==> src/rtl/rps_pkg.sv <==
package rps_pkg;
    localparam int CNT_W      = 4;
    localparam int SEG_W      = 7;
    localparam int NUM_DIGITS = 2;
    localparam int RADIX      = 10;

    typedef logic [SEG_W-1:0] seg_t;
    typedef logic [CNT_W-1:0] cnt_t;

    typedef enum logic {
        MODE_PAUSED  = 1'b0,
        MODE_RUNNING = 1'b1
    } run_mode_e;

    typedef enum logic [CNT_W-1:0] {
        SQ_01 = 4'd1,  SQ_02 = 4'd2,  SQ_03 = 4'd3,  SQ_04 = 4'd4,
        SQ_05 = 4'd5,  SQ_06 = 4'd6,  SQ_07 = 4'd7,  SQ_08 = 4'd8,
        SQ_09 = 4'd9,  SQ_10 = 4'd10, SQ_11 = 4'd11, SQ_12 = 4'd12,
        SQ_13 = 4'd13, SQ_14 = 4'd14, SQ_15 = 4'd15
    } seq_state_e;
endpackage

==> src/rtl/rps_tick_gen.sv <==
module rps_tick_gen #(
    parameter int unsigned DIV_COUNT = 50_000_000
) (
    input  logic clk,
    input  logic rst_n,
    output logic tick
);
    localparam int unsigned DIV_W = (DIV_COUNT > 1) ? $clog2(DIV_COUNT) : 1;
    localparam logic [DIV_W-1:0] LAST = DIV_W'(DIV_COUNT - 1);

    logic [DIV_W-1:0] div_q;

    always_ff @(posedge clk) begin
        if (!rst_n)            div_q <= '0;
        else if (div_q == LAST) div_q <= '0;
        else                   div_q <= div_q + DIV_W'(1);
    end

    always_comb tick = (div_q == LAST);

    generate
        if (DIV_COUNT > 1) begin : g_tick_chk

            tick_single_chk: assert property (@(posedge clk) disable iff (!rst_n)
                tick |=> !tick);
        end
    endgenerate
endmodule

==> src/rtl/rps_mode_fsm.sv <==
module rps_mode_fsm
    import rps_pkg::*;
(
    input  logic clk,
    input  logic rst_n,
    input  logic go_n,
    input  logic halt_n,
    output logic running
);
    run_mode_e mode_q, mode_d;

    always_ff @(posedge clk) begin
        if (!rst_n) mode_q <= MODE_PAUSED;
        else        mode_q <= mode_d;
    end

    always_comb begin
        mode_d = mode_q;
        unique case (mode_q)
            MODE_PAUSED: begin
                if (!halt_n)   mode_d = MODE_PAUSED;
                else if (!go_n) mode_d = MODE_RUNNING;
            end
            MODE_RUNNING: begin
                if (!halt_n) mode_d = MODE_PAUSED;
            end
            default: mode_d = MODE_PAUSED;
        endcase
    end

    always_comb running = (mode_q == MODE_RUNNING);


    halt_wins_chk: assert property (@(posedge clk) disable iff (!rst_n)
        !halt_n |=> !running);

    go_sets_run_chk: assert property (@(posedge clk) disable iff (!rst_n)
        (halt_n && !go_n) |=> running);

    mode_hold_chk: assert property (@(posedge clk) disable iff (!rst_n)
        (halt_n && go_n) |=> $stable(running));
endmodule

==> src/rtl/rps_seq_fsm.sv <==
module rps_seq_fsm
    import rps_pkg::*;
(
    input  logic clk,
    input  logic rst_n,
    input  logic dir_up,
    input  logic advance,
    output cnt_t count
);
    seq_state_e state_q, state_d;

    always_ff @(posedge clk) begin
        if (!rst_n)       state_q <= dir_up ? SQ_01 : SQ_09;
        else if (advance) state_q <= state_d;
    end

    always_comb begin
        state_d = SQ_01;
        unique case (state_q)
            SQ_01: state_d = dir_up ? SQ_02 : SQ_09;
            SQ_02: state_d = dir_up ? SQ_04 : SQ_01;
            SQ_04: state_d = dir_up ? SQ_08 : SQ_02;
            SQ_08: state_d = dir_up ? SQ_03 : SQ_04;
            SQ_03: state_d = dir_up ? SQ_06 : SQ_08;
            SQ_06: state_d = dir_up ? SQ_12 : SQ_03;
            SQ_12: state_d = dir_up ? SQ_11 : SQ_06;
            SQ_11: state_d = dir_up ? SQ_05 : SQ_12;
            SQ_05: state_d = dir_up ? SQ_10 : SQ_11;
            SQ_10: state_d = dir_up ? SQ_07 : SQ_05;
            SQ_07: state_d = dir_up ? SQ_14 : SQ_10;
            SQ_14: state_d = dir_up ? SQ_15 : SQ_07;
            SQ_15: state_d = dir_up ? SQ_13 : SQ_14;
            SQ_13: state_d = dir_up ? SQ_09 : SQ_15;
            SQ_09: state_d = dir_up ? SQ_01 : SQ_13;
            default: state_d = SQ_01;
        endcase
    end

    always_comb count = cnt_t'(state_q);


    hold_when_idle_chk: assert property (@(posedge clk) disable iff (!rst_n)
        !advance |=> $stable(count));

    up_wrap_chk: assert property (@(posedge clk) disable iff (!rst_n)
        (advance && dir_up && count == 4'd9) |=> count == 4'd1);

    down_wrap_chk: assert property (@(posedge clk) disable iff (!rst_n)
        (advance && !dir_up && count == 4'd1) |=> count == 4'd9);
endmodule

==> src/rtl/rps_seg_decoder.sv <==
module rps_seg_decoder
    import rps_pkg::*;
#(
    parameter bit ACTIVE_LOW = 1'b1
) (
    input  cnt_t digit,
    output seg_t seg
);
    seg_t lit;

    always_comb begin
        unique case (digit)
            4'd0:    lit = 7'h3F;
            4'd1:    lit = 7'h06;
            4'd2:    lit = 7'h5B;
            4'd3:    lit = 7'h4F;
            4'd4:    lit = 7'h66;
            4'd5:    lit = 7'h6D;
            4'd6:    lit = 7'h7D;
            4'd7:    lit = 7'h07;
            4'd8:    lit = 7'h7F;
            4'd9:    lit = 7'h6F;
            default: lit = 7'h00;
        endcase
    end

    generate
        if (ACTIVE_LOW) begin : g_low
            always_comb seg = ~lit;
        end else begin : g_high
            always_comb seg = lit;
        end
    endgenerate
endmodule

==> src/rtl/rps_counter_display.sv <==
module rps_counter_display
    import rps_pkg::*;
#(
    parameter int unsigned DIV_COUNT = 50_000_000
) (
    input  logic       clk,
    input  logic       btn_go_n,
    input  logic       btn_halt_n,
    input  logic       btn_clr_n,
    input  logic       dir_up,
    output logic [6:0] seg_ones,
    output logic [6:0] seg_tens
);
    localparam cnt_t TEN = cnt_t'(RADIX);

    logic tick;
    logic running;
    logic advance;
    cnt_t count;
    cnt_t digit_val [NUM_DIGITS];
    seg_t seg_bus   [NUM_DIGITS];

    rps_tick_gen #(.DIV_COUNT(DIV_COUNT)) u_tick (
        .clk   (clk),
        .rst_n (btn_clr_n),
        .tick  (tick)
    );

    rps_mode_fsm u_mode (
        .clk     (clk),
        .rst_n   (btn_clr_n),
        .go_n    (btn_go_n),
        .halt_n  (btn_halt_n),
        .running (running)
    );

    always_comb advance = running & tick;

    rps_seq_fsm u_seq (
        .clk     (clk),
        .rst_n   (btn_clr_n),
        .dir_up  (dir_up),
        .advance (advance),
        .count   (count)
    );

    always_comb begin
        digit_val[0] = (count >= TEN) ? (count - TEN) : count;
        digit_val[1] = (count >= TEN) ? cnt_t'(1) : cnt_t'(0);
    end

    generate
        for (genvar g = 0; g < NUM_DIGITS; g++) begin : g_digit
            rps_seg_decoder #(.ACTIVE_LOW(1'b1)) u_dec (
                .digit (digit_val[g]),
                .seg   (seg_bus[g])
            );
        end
    endgenerate

    always_comb begin
        seg_ones = seg_bus[0];
        seg_tens = seg_bus[1];
    end


    tens_pattern_chk: assert property (@(posedge clk) disable iff (!btn_clr_n)
        (seg_tens == ~7'h06) || (seg_tens == ~7'h3F));

    paused_frozen_chk: assert property (@(posedge clk) disable iff (!btn_clr_n)
        (!btn_halt_n) |=> ##1 $stable(seg_ones));
endmodule

==> config.mk <==
export PLATFORM = sky130hd
export DESIGN_NAME = rps_counter_display
export DESIGN_NICKNAME = d
export VERILOG_FILES = /design/src/rtl/rps_pkg.sv /design/src/rtl/rps_tick_gen.sv /design/src/rtl/rps_mode_fsm.sv /design/src/rtl/rps_seq_fsm.sv /design/src/rtl/rps_seg_decoder.sv /design/src/rtl/rps_counter_display.sv
export SDC_FILE = /design/constraint.sdc
export NUM_CORES = 1
export LEC_CHECK = 0
export ABC_AREA = 1
export BUFFER_PORTS_ARGS = -buffer_cell sky130_fd_sc_hd__buf_4
export CAP_MARGIN = 20
export CORE_ASPECT_RATIO = 2
export CORE_MARGIN = 2
export CORE_UTILIZATION = 40
export CTS_BUF_LIST = sky130_fd_sc_hd__clkbuf_16
export DETAILED_ROUTE_END_ITERATION = 8
export PLACE_DENSITY = 0.58
export SLEW_MARGIN = 20
export SYNTH_ARGS = -nofsm -noshare
export SYNTH_HDL_FRONTEND = slang
export SYNTH_SLANG_ARGS = --single-unit
==> constraint.sdc <==
create_clock -name clk -period 2.92 [get_ports clk]
set_input_delay 0.146 -clock clk [delete_from_list [all_inputs] [get_ports clk]]
set_output_delay 0.146 -clock clk [all_outputs]
set_load 0.01 [all_outputs]
==> results of run 1 <==
==> cells by family (layout without fill, tap and decap cells) <==
family	after synthesis	count (layout)	share of synthesized area, %
AO/OA/AOI/OAI	35	35	9.86
XOR/XNOR	10	10	4.48
adder cells (fa/ha/maj)	5	5	3.20
buffers and inverters	49	63	11.4
flip-flops	31	31	33.8
other	2	3	0.384
AND/OR/NAND/NOR	174	174	36.9
==> registers in the layout (all words and copies together), names as in the netlist <==
name,cells
u_tick.div_q,26
u_mode.running,1
u_seq.count,4
==> worst reg2reg max path: cells and delay by family, from the launching register on <==
family / cells / cell delay, ns
buf+inv: 1 / 0.07
simple gates: 4 / 0.41
fa+ha+maj: 1 / 0.26
flops: 1 / 0.36
compound gates: 1 / 0.47
==> cells in the mapped netlist, drive strengths merged <==
master	instances
nand2	92
nor2	61
inv	40
dfxtp	27
a21oi	17
nand3	17
o21ai	14
buf	8
xor2	6
ha	5
edfxtp	4
xnor2	4
conb	2
nand4	2
o21bai	2
a211oi	1
a21boi	1
and2	1
clkbuf	1
nand3b	1
==> power groups by stage <==
stage          clock network [uW]  logic [uW]  registers, uW
2_1_floorplan                   0        88.3            456
3_3_place_gp                    0         123            460
3_5_place_dp                    0         125            460
4_1_cts                       491         125            451
5_1_grt                       508         142            452
6_report                      480         124            451
==> layer usage <==
layer  share of wire (%)  routed length, um  GRT usage (%)  vias to the layer above
met1                  46               1930           21.4                      800
met2                  50               2080           28.7                       23
met3                 2.0                 84           3.04                        8
met4                 1.8                 74           8.09                        0
li1                    -                  -              -                      969
met5                   0                  0              0                        -
==> worst paths after layout <==
kind                                                 start                        end  slack (ns)  cells after the start
worst max-delay path              u_seq.count[3]$_DFFE_PP_                seg_ones[3]        0.86                     10
worst min-delay path                              btn_go_n  u_mode.running$_SDFF_PN0_        0.03                      2
worst max register to register  u_tick.div_q[0]$_SDFF_PP0_   u_seq.count[3]$_DFFE_PP_        1.00                      7
worst min register to register   u_mode.running$_SDFF_PN0_  u_mode.running$_SDFF_PN0_        0.44                      2
==> per-stage QoR <==
stage | cell area, um2 | total power (uW)
CTS | 2210 | 1070
finish | 2210 | 1060
global placement | 2070 | 583
global route | 2210 | 1100
floorplan | 1960 | 544
detailed placement | 2070 | 585
==> cell type report <==
class | instances | area share (%)
clock buffers | 5 | 5.67
repair buffers | 15 | 5.10
flip-flops and latches | 31 | 29.9
inverters | 40 | 6.81
well taps | 57 | 3.23
multi-input cells | 227 | 48.7
clock inverters | 3 | 0.510
==> results.yml, run 1 <==
synthesis:
  synthTopCellsByArea: "dfxtp_1 28%, nand2_1 17%, nor2_1 11%, inv_1 7.7%, edfxtp_1 6.1%"
  yosysTopAreaCellShare_pct: 27.7
  ys_seq_area_share_pct: 33.8
  postSynthCellCount: 306
  synth-seq-cells: 31
  ys_types: 27
  yosys.area.top_type: "dfxtp_1"
  syn_area_mm2: 0.00195
  post_synth.cell_area_avg_um2: 6.39
  ys_warn_count: 0
outcome:
  outcome: "complete, no violations"
power:
  switchingPower_uw: 256
  vdd_drop_max_uv: 363
  internal_power_uw: 801
  seqPwrFrac_pct: 42.7
  p_leak_uw: 0.000853
  power_frac_comb_pct: 11.8
  clkPwrFrac_pct: 45.5
  power_density_mw_per_mm2: 479
  switching_share_pct: 24.2
routing:
  drtIter0Drc: 65
  drtAntennaViolNets: 0
  via_per_inst: 4.76
  num_vias: 1800
  drt-total-wl_mm: 4.16
  detail_route.wl_per_cell_um: 11.0
  drt_first_pass_iters: 4
  route.detailed.drc: 0
clock_tree:
  cts_root_buf: "clkbuf_16"
  hold_buffers: 0
  clk_latency_ns: 0.28
  clkTransAtPathRegs_ns: 0.05
  cts_resized: 0
  post-cts-setup-buffers: 0
  clock_sinks: 31
  clk_path_buf_depth: 2
  cts_max_level: 2
  cts_tree: "built"
  cts_made_buffers: 5
timing:
  period_needed_ns: 2.06
  tightest_slew_ns: 0.551
  clock.fmax_mhz: 485
  setup_tns_ns: 0
  finalWorstSetupSlack_ns: 0.858
  finalCritPeriodShare_pct: 70.6
  holdWs_ns: 0.0349
  rsz0062_at_grt: "false"
  hold_viol: 0
  slew_headroom_pct: 62.9
  slew_viol_final: 0
  final.setup_skew_ns: 0.00305
  setup_viol: 0
job:
  cap_viol_max_count: 0
finish:
  most-common-layout-cells: "89 x nand2_1, 56 x nor2_1, 41 x inv_1, 27 x dfxtp_1, 17 x a21oi_1"
  fill_cells: 532
  final_common_cell: "nand2_1"
  area_growth_pct: 12.9
  n_antenna_cell: 0
  seqCellArea_um2: 661
  finalNetCount: 330
  drive_above_1_share_pct: 9.66
  finalNonFillerCells: 378
  fin_util_pct: 46.2
  multiInputGateArea_mm2: 0.00107
floorplanning:
  fp.dieW_um: 53.4
  ios: 19
  start_util_pct: 40.9
  die_h_um: 103
  core_area_mm2: 0.00477
  rows: 36
  die-area_mm2: 0.00549
worst_setup_path:
  worstSetupEndpointType: "output port"
  critPathRequiredTime_ns: 2.77
  worstPathArrival_ns: 1.92
  crit_fanout: 8
  slowest_delay_ns: 0.51
  crit_path_cell_trace: "nand2_1, inv_1, o21ai_2, inv_1, ha_1, nand2_1, nand2_1, nand2_1, nand2_1, buf_4"
  cp_num_buf_inv: 3
  cpMaxStageDelayCell: "edfxtp_1"
  crit_family: "flip-flops"
  crit_path_start_kind: "register"
  crit_top_cell: "nand2_1"
  critical_path_class: "reg -> out"
global_routing:
  grt_pass1_vias: 1612
  grt_remaining_overflow: 0
  grtUsageTotal_pct: 17.4
  grt_pass1_wl_mm: 7.02
  antenna_found_initial: 0
  grt_max_degree: 27
place:
  io_buffer_count: 15
  place_inst: 370
  detailed_place_hpwl_mm: 3.21
  routabilityCongestion: 0.833
  dp_slack_ns: 0.995
hold_path:
  holdCritPathClass: "in -> reg"
(Power assumes the default switching activity.)
==> run 2, diff against run 1 <==
--- a/config.mk
+++ b/config.mk
@@ -13,7 +13,7 @@
 export CORE_UTILIZATION = 40
 export CTS_BUF_LIST = sky130_fd_sc_hd__clkbuf_16
 export DETAILED_ROUTE_END_ITERATION = 8
-export PLACE_DENSITY = 0.58
+export PLACE_DENSITY = 0.6
 export SLEW_MARGIN = 20
 export SYNTH_ARGS = -nofsm -noshare
 export SYNTH_HDL_FRONTEND = slang
==> constraint.sdc (replaced) <==
create_clock -name clk -period 1.76 [get_ports clk]
set_input_delay 0.088 -clock clk [delete_from_list [all_inputs] [get_ports clk]]
set_output_delay 0.088 -clock clk [all_outputs]
set_load 0.01 [all_outputs]
==> run 2 against run 1 <==
- worst hold slack improved by 0.016 ns
- sequential cell count unchanged
- critical path depth unchanged
- the flow now finishes with violations (setup timing)
- register-to-register slack got worse by 0.81 ns
- global-route usage increased by 0.93 points
- final cell count increased by 4.0%
- core utilization increased by 4.2 points
- wire length increased by 9.1%
- total power increased by 87%
- sequential power increased by 65%
==> results.yml, run 2 (synthesized netlist as in run 1, its figures left out) <==
timing:
  hold_viol: 0
  final.setup_skew_ns: 0.00270
  setup_viol: 3
  period_needed_ns: 1.82
  finalCritPeriodShare_pct: 104
  finalWorstSetupSlack_ns: -0.0635
  slew_viol_final: 0
  clock.fmax_mhz: 548
  rsz0062_at_grt: "true"
global_routing:
  grt_pass1_wl_mm: 7.56
  grt_max_degree: 27
  grtUsageTotal_pct: 18.3
  antenna_found_initial: 0
  grt_pass1_vias: 1774
  grt_remaining_overflow: 0
worst_setup_path:
  r2r-end: "u_seq.count[3]$_DFFE_PP_"
  crit_path_start_kind: "register"
  worstPathArrival_ns: 1.74
  critPathRequiredTime_ns: 1.67
  worstReg2RegStart: "u_tick.div_q[0]$_SDFF_PP0_"
  reg2reg_depth: 8
  crit_fanout: 4
  rrSetupSlack_ns: 0.19
  critical_path_class: "reg -> out"
  worstSetupEndpointType: "output port"
power:
  vdd_drop_max_uv: 621
  power_density_mw_per_mm2: 822
  p_leak_uw: 0.000941
  design_power_total_uw: 1980
routing:
  drtAntennaViolNets: 0
  drtIter0Drc: 53
  route.detailed.drc: 0
  drt-total-wl_mm: 4.54
  drt_first_pass_iters: 4
  via_per_inst: 4.70
  detail_route.wl_per_cell_um: 11.6
  num_vias: 1849
place:
  routabilityCongestion: 0.819
  detailed_place_hpwl_mm: 3.32
  io_buffer_count: 15
  dp_slack_ns: 0.132
clock_tree:
  clkTransAtPathRegs_ns: 0.05
  cts_made_buffers: 5
  clock_sinks: 31
  cts_root_buf: "clkbuf_16"
  cts_max_level: 2
  cts_tree: "built"
  clk_latency_ns: 0.27
  clk_path_buf_depth: 2
hold_path:
  hold_depth: 3
  worstHoldStart: "btn_halt_n"
  holdCritPathClass: "in -> reg"
  holdPathEnd: "u_mode.running$_SDFF_PN0_"
floorplanning:
  die_h_um: 103
  die-area_mm2: 0.00549
  rows: 36
  start_util_pct: 40.9
  fp.dieW_um: 53.4
  ios: 19
  core_area_mm2: 0.00477
outcome:
  violations: "setup timing"
  outcome: "complete, but fails checks"
finish:
  finalNetCount: 345
  largest_reg_flops: 26
  final_common_cell: "nand2_1"
  largest_register: "u_tick.div_q"
  drive_above_1_share_pct: 17.3
  area_growth_pct: 23.1
  fill_cells: 495
  most-common-layout-cells: "87 x nand2_1, 56 x nor2_1, 35 x inv_1, 27 x dfxtp_1, 26 x buf_4"
  n_antenna_cell: 0
job:
  cap_viol_max_count: 0
-- run 2: repair_timing --
| action | in CTS | in global routing |
|---|---|---|
| hold endpoints to repair | 1 | 0 |
| setup endpoints to repair | 7 | 11 |
| hold buffers | 1 | 0 |
| gates resized for setup | 13 | 8 |
| pin swaps | 2 | 6 |
| buffers inserted | 5 | 1 |
-- run 2: area by class of cell --
cell class              instances  area (um2)  area share, %
clock buffers                   5         125           5.20
clock inverters                 3        38.8           1.61
inverters                      40         150           6.24
multi-input cells             227        1120           46.6
flip-flops and latches         31         661           27.5
well taps                      57        71.3           2.96
repair buffers                 30         239           9.93
-- run 2: worst max path at each step --
stage                                            start                      endpoint  slack (ns)  cells after the start
after detailed placement  u_seq.count[1]$_SDFFCE_PN0P_                   seg_ones[3]        0.13                     10
after CTS                 u_seq.count[1]$_SDFFCE_PN0P_                   seg_ones[3]       0.002                      9
final                         u_seq.count[3]$_DFFE_PP_                   seg_ones[3]       -0.06                     10
after global placement      u_tick.div_q[0]$_SDFF_PP0_      u_seq.count[3]$_DFFE_PP_        0.20                      8
after floorplan             u_tick.div_q[0]$_SDFF_PP0_  u_seq.count[0]$_SDFFCE_PN1P_        0.03                      7
after global routing          u_seq.count[3]$_DFFE_PP_                   seg_ones[3]       -0.17                     10
-- run 2: where the power goes --
part | switching, uW | leakage, uW | internal [uW]
Clock | 295 | 0.0000812 | 659
Combinational | 150 | 0.000603 | 128
Sequential | 13.7 | 0.000257 | 733
-- run 2: routing by layer --
metal  part of all wire (%)  global-route usage, %  up-vias
li1                       -                      -      994
met1                     44                   22.2      825
met2                     53                   31.3       24
met3                    1.8                   3.77        6
met4                    1.2                   6.31        0
met5                      0                      0        -
-- run 2: worst max-delay path, cell delays in order (launching register included) --
cell      delay [ns]
edfxtp_1        0.46
nand2_1         0.10
inv_1           0.04
o21ai_2         0.13
inv_2           0.07
ha_4            0.26
nand2_1         0.05
nand2_1         0.07
nand2_1         0.07
nand2_1         0.09
buf_6           0.11
-- run 2: through the flow --
| step | cells | hold slack, ns | cell area (um2) | utilization, % | TNS, ns |
|---|---|---|---|---|---|
| floorplan | 307 | 0.179 | 1960 | - | 0 |
| global placement | 378 | 0.263 | 2130 | 44.6 | 0 |
| detailed placement | 378 | 0.269 | 2130 | 44.6 | 0 |
| CTS | 392 | 0.0501 | 2380 | 49.9 | 0 |
| global route | 393 | 0.0607 | 2410 | 50.4 | -0.776 |
| finish | 393 | 0.0511 | 2410 | 50.4 | -0.0874 |
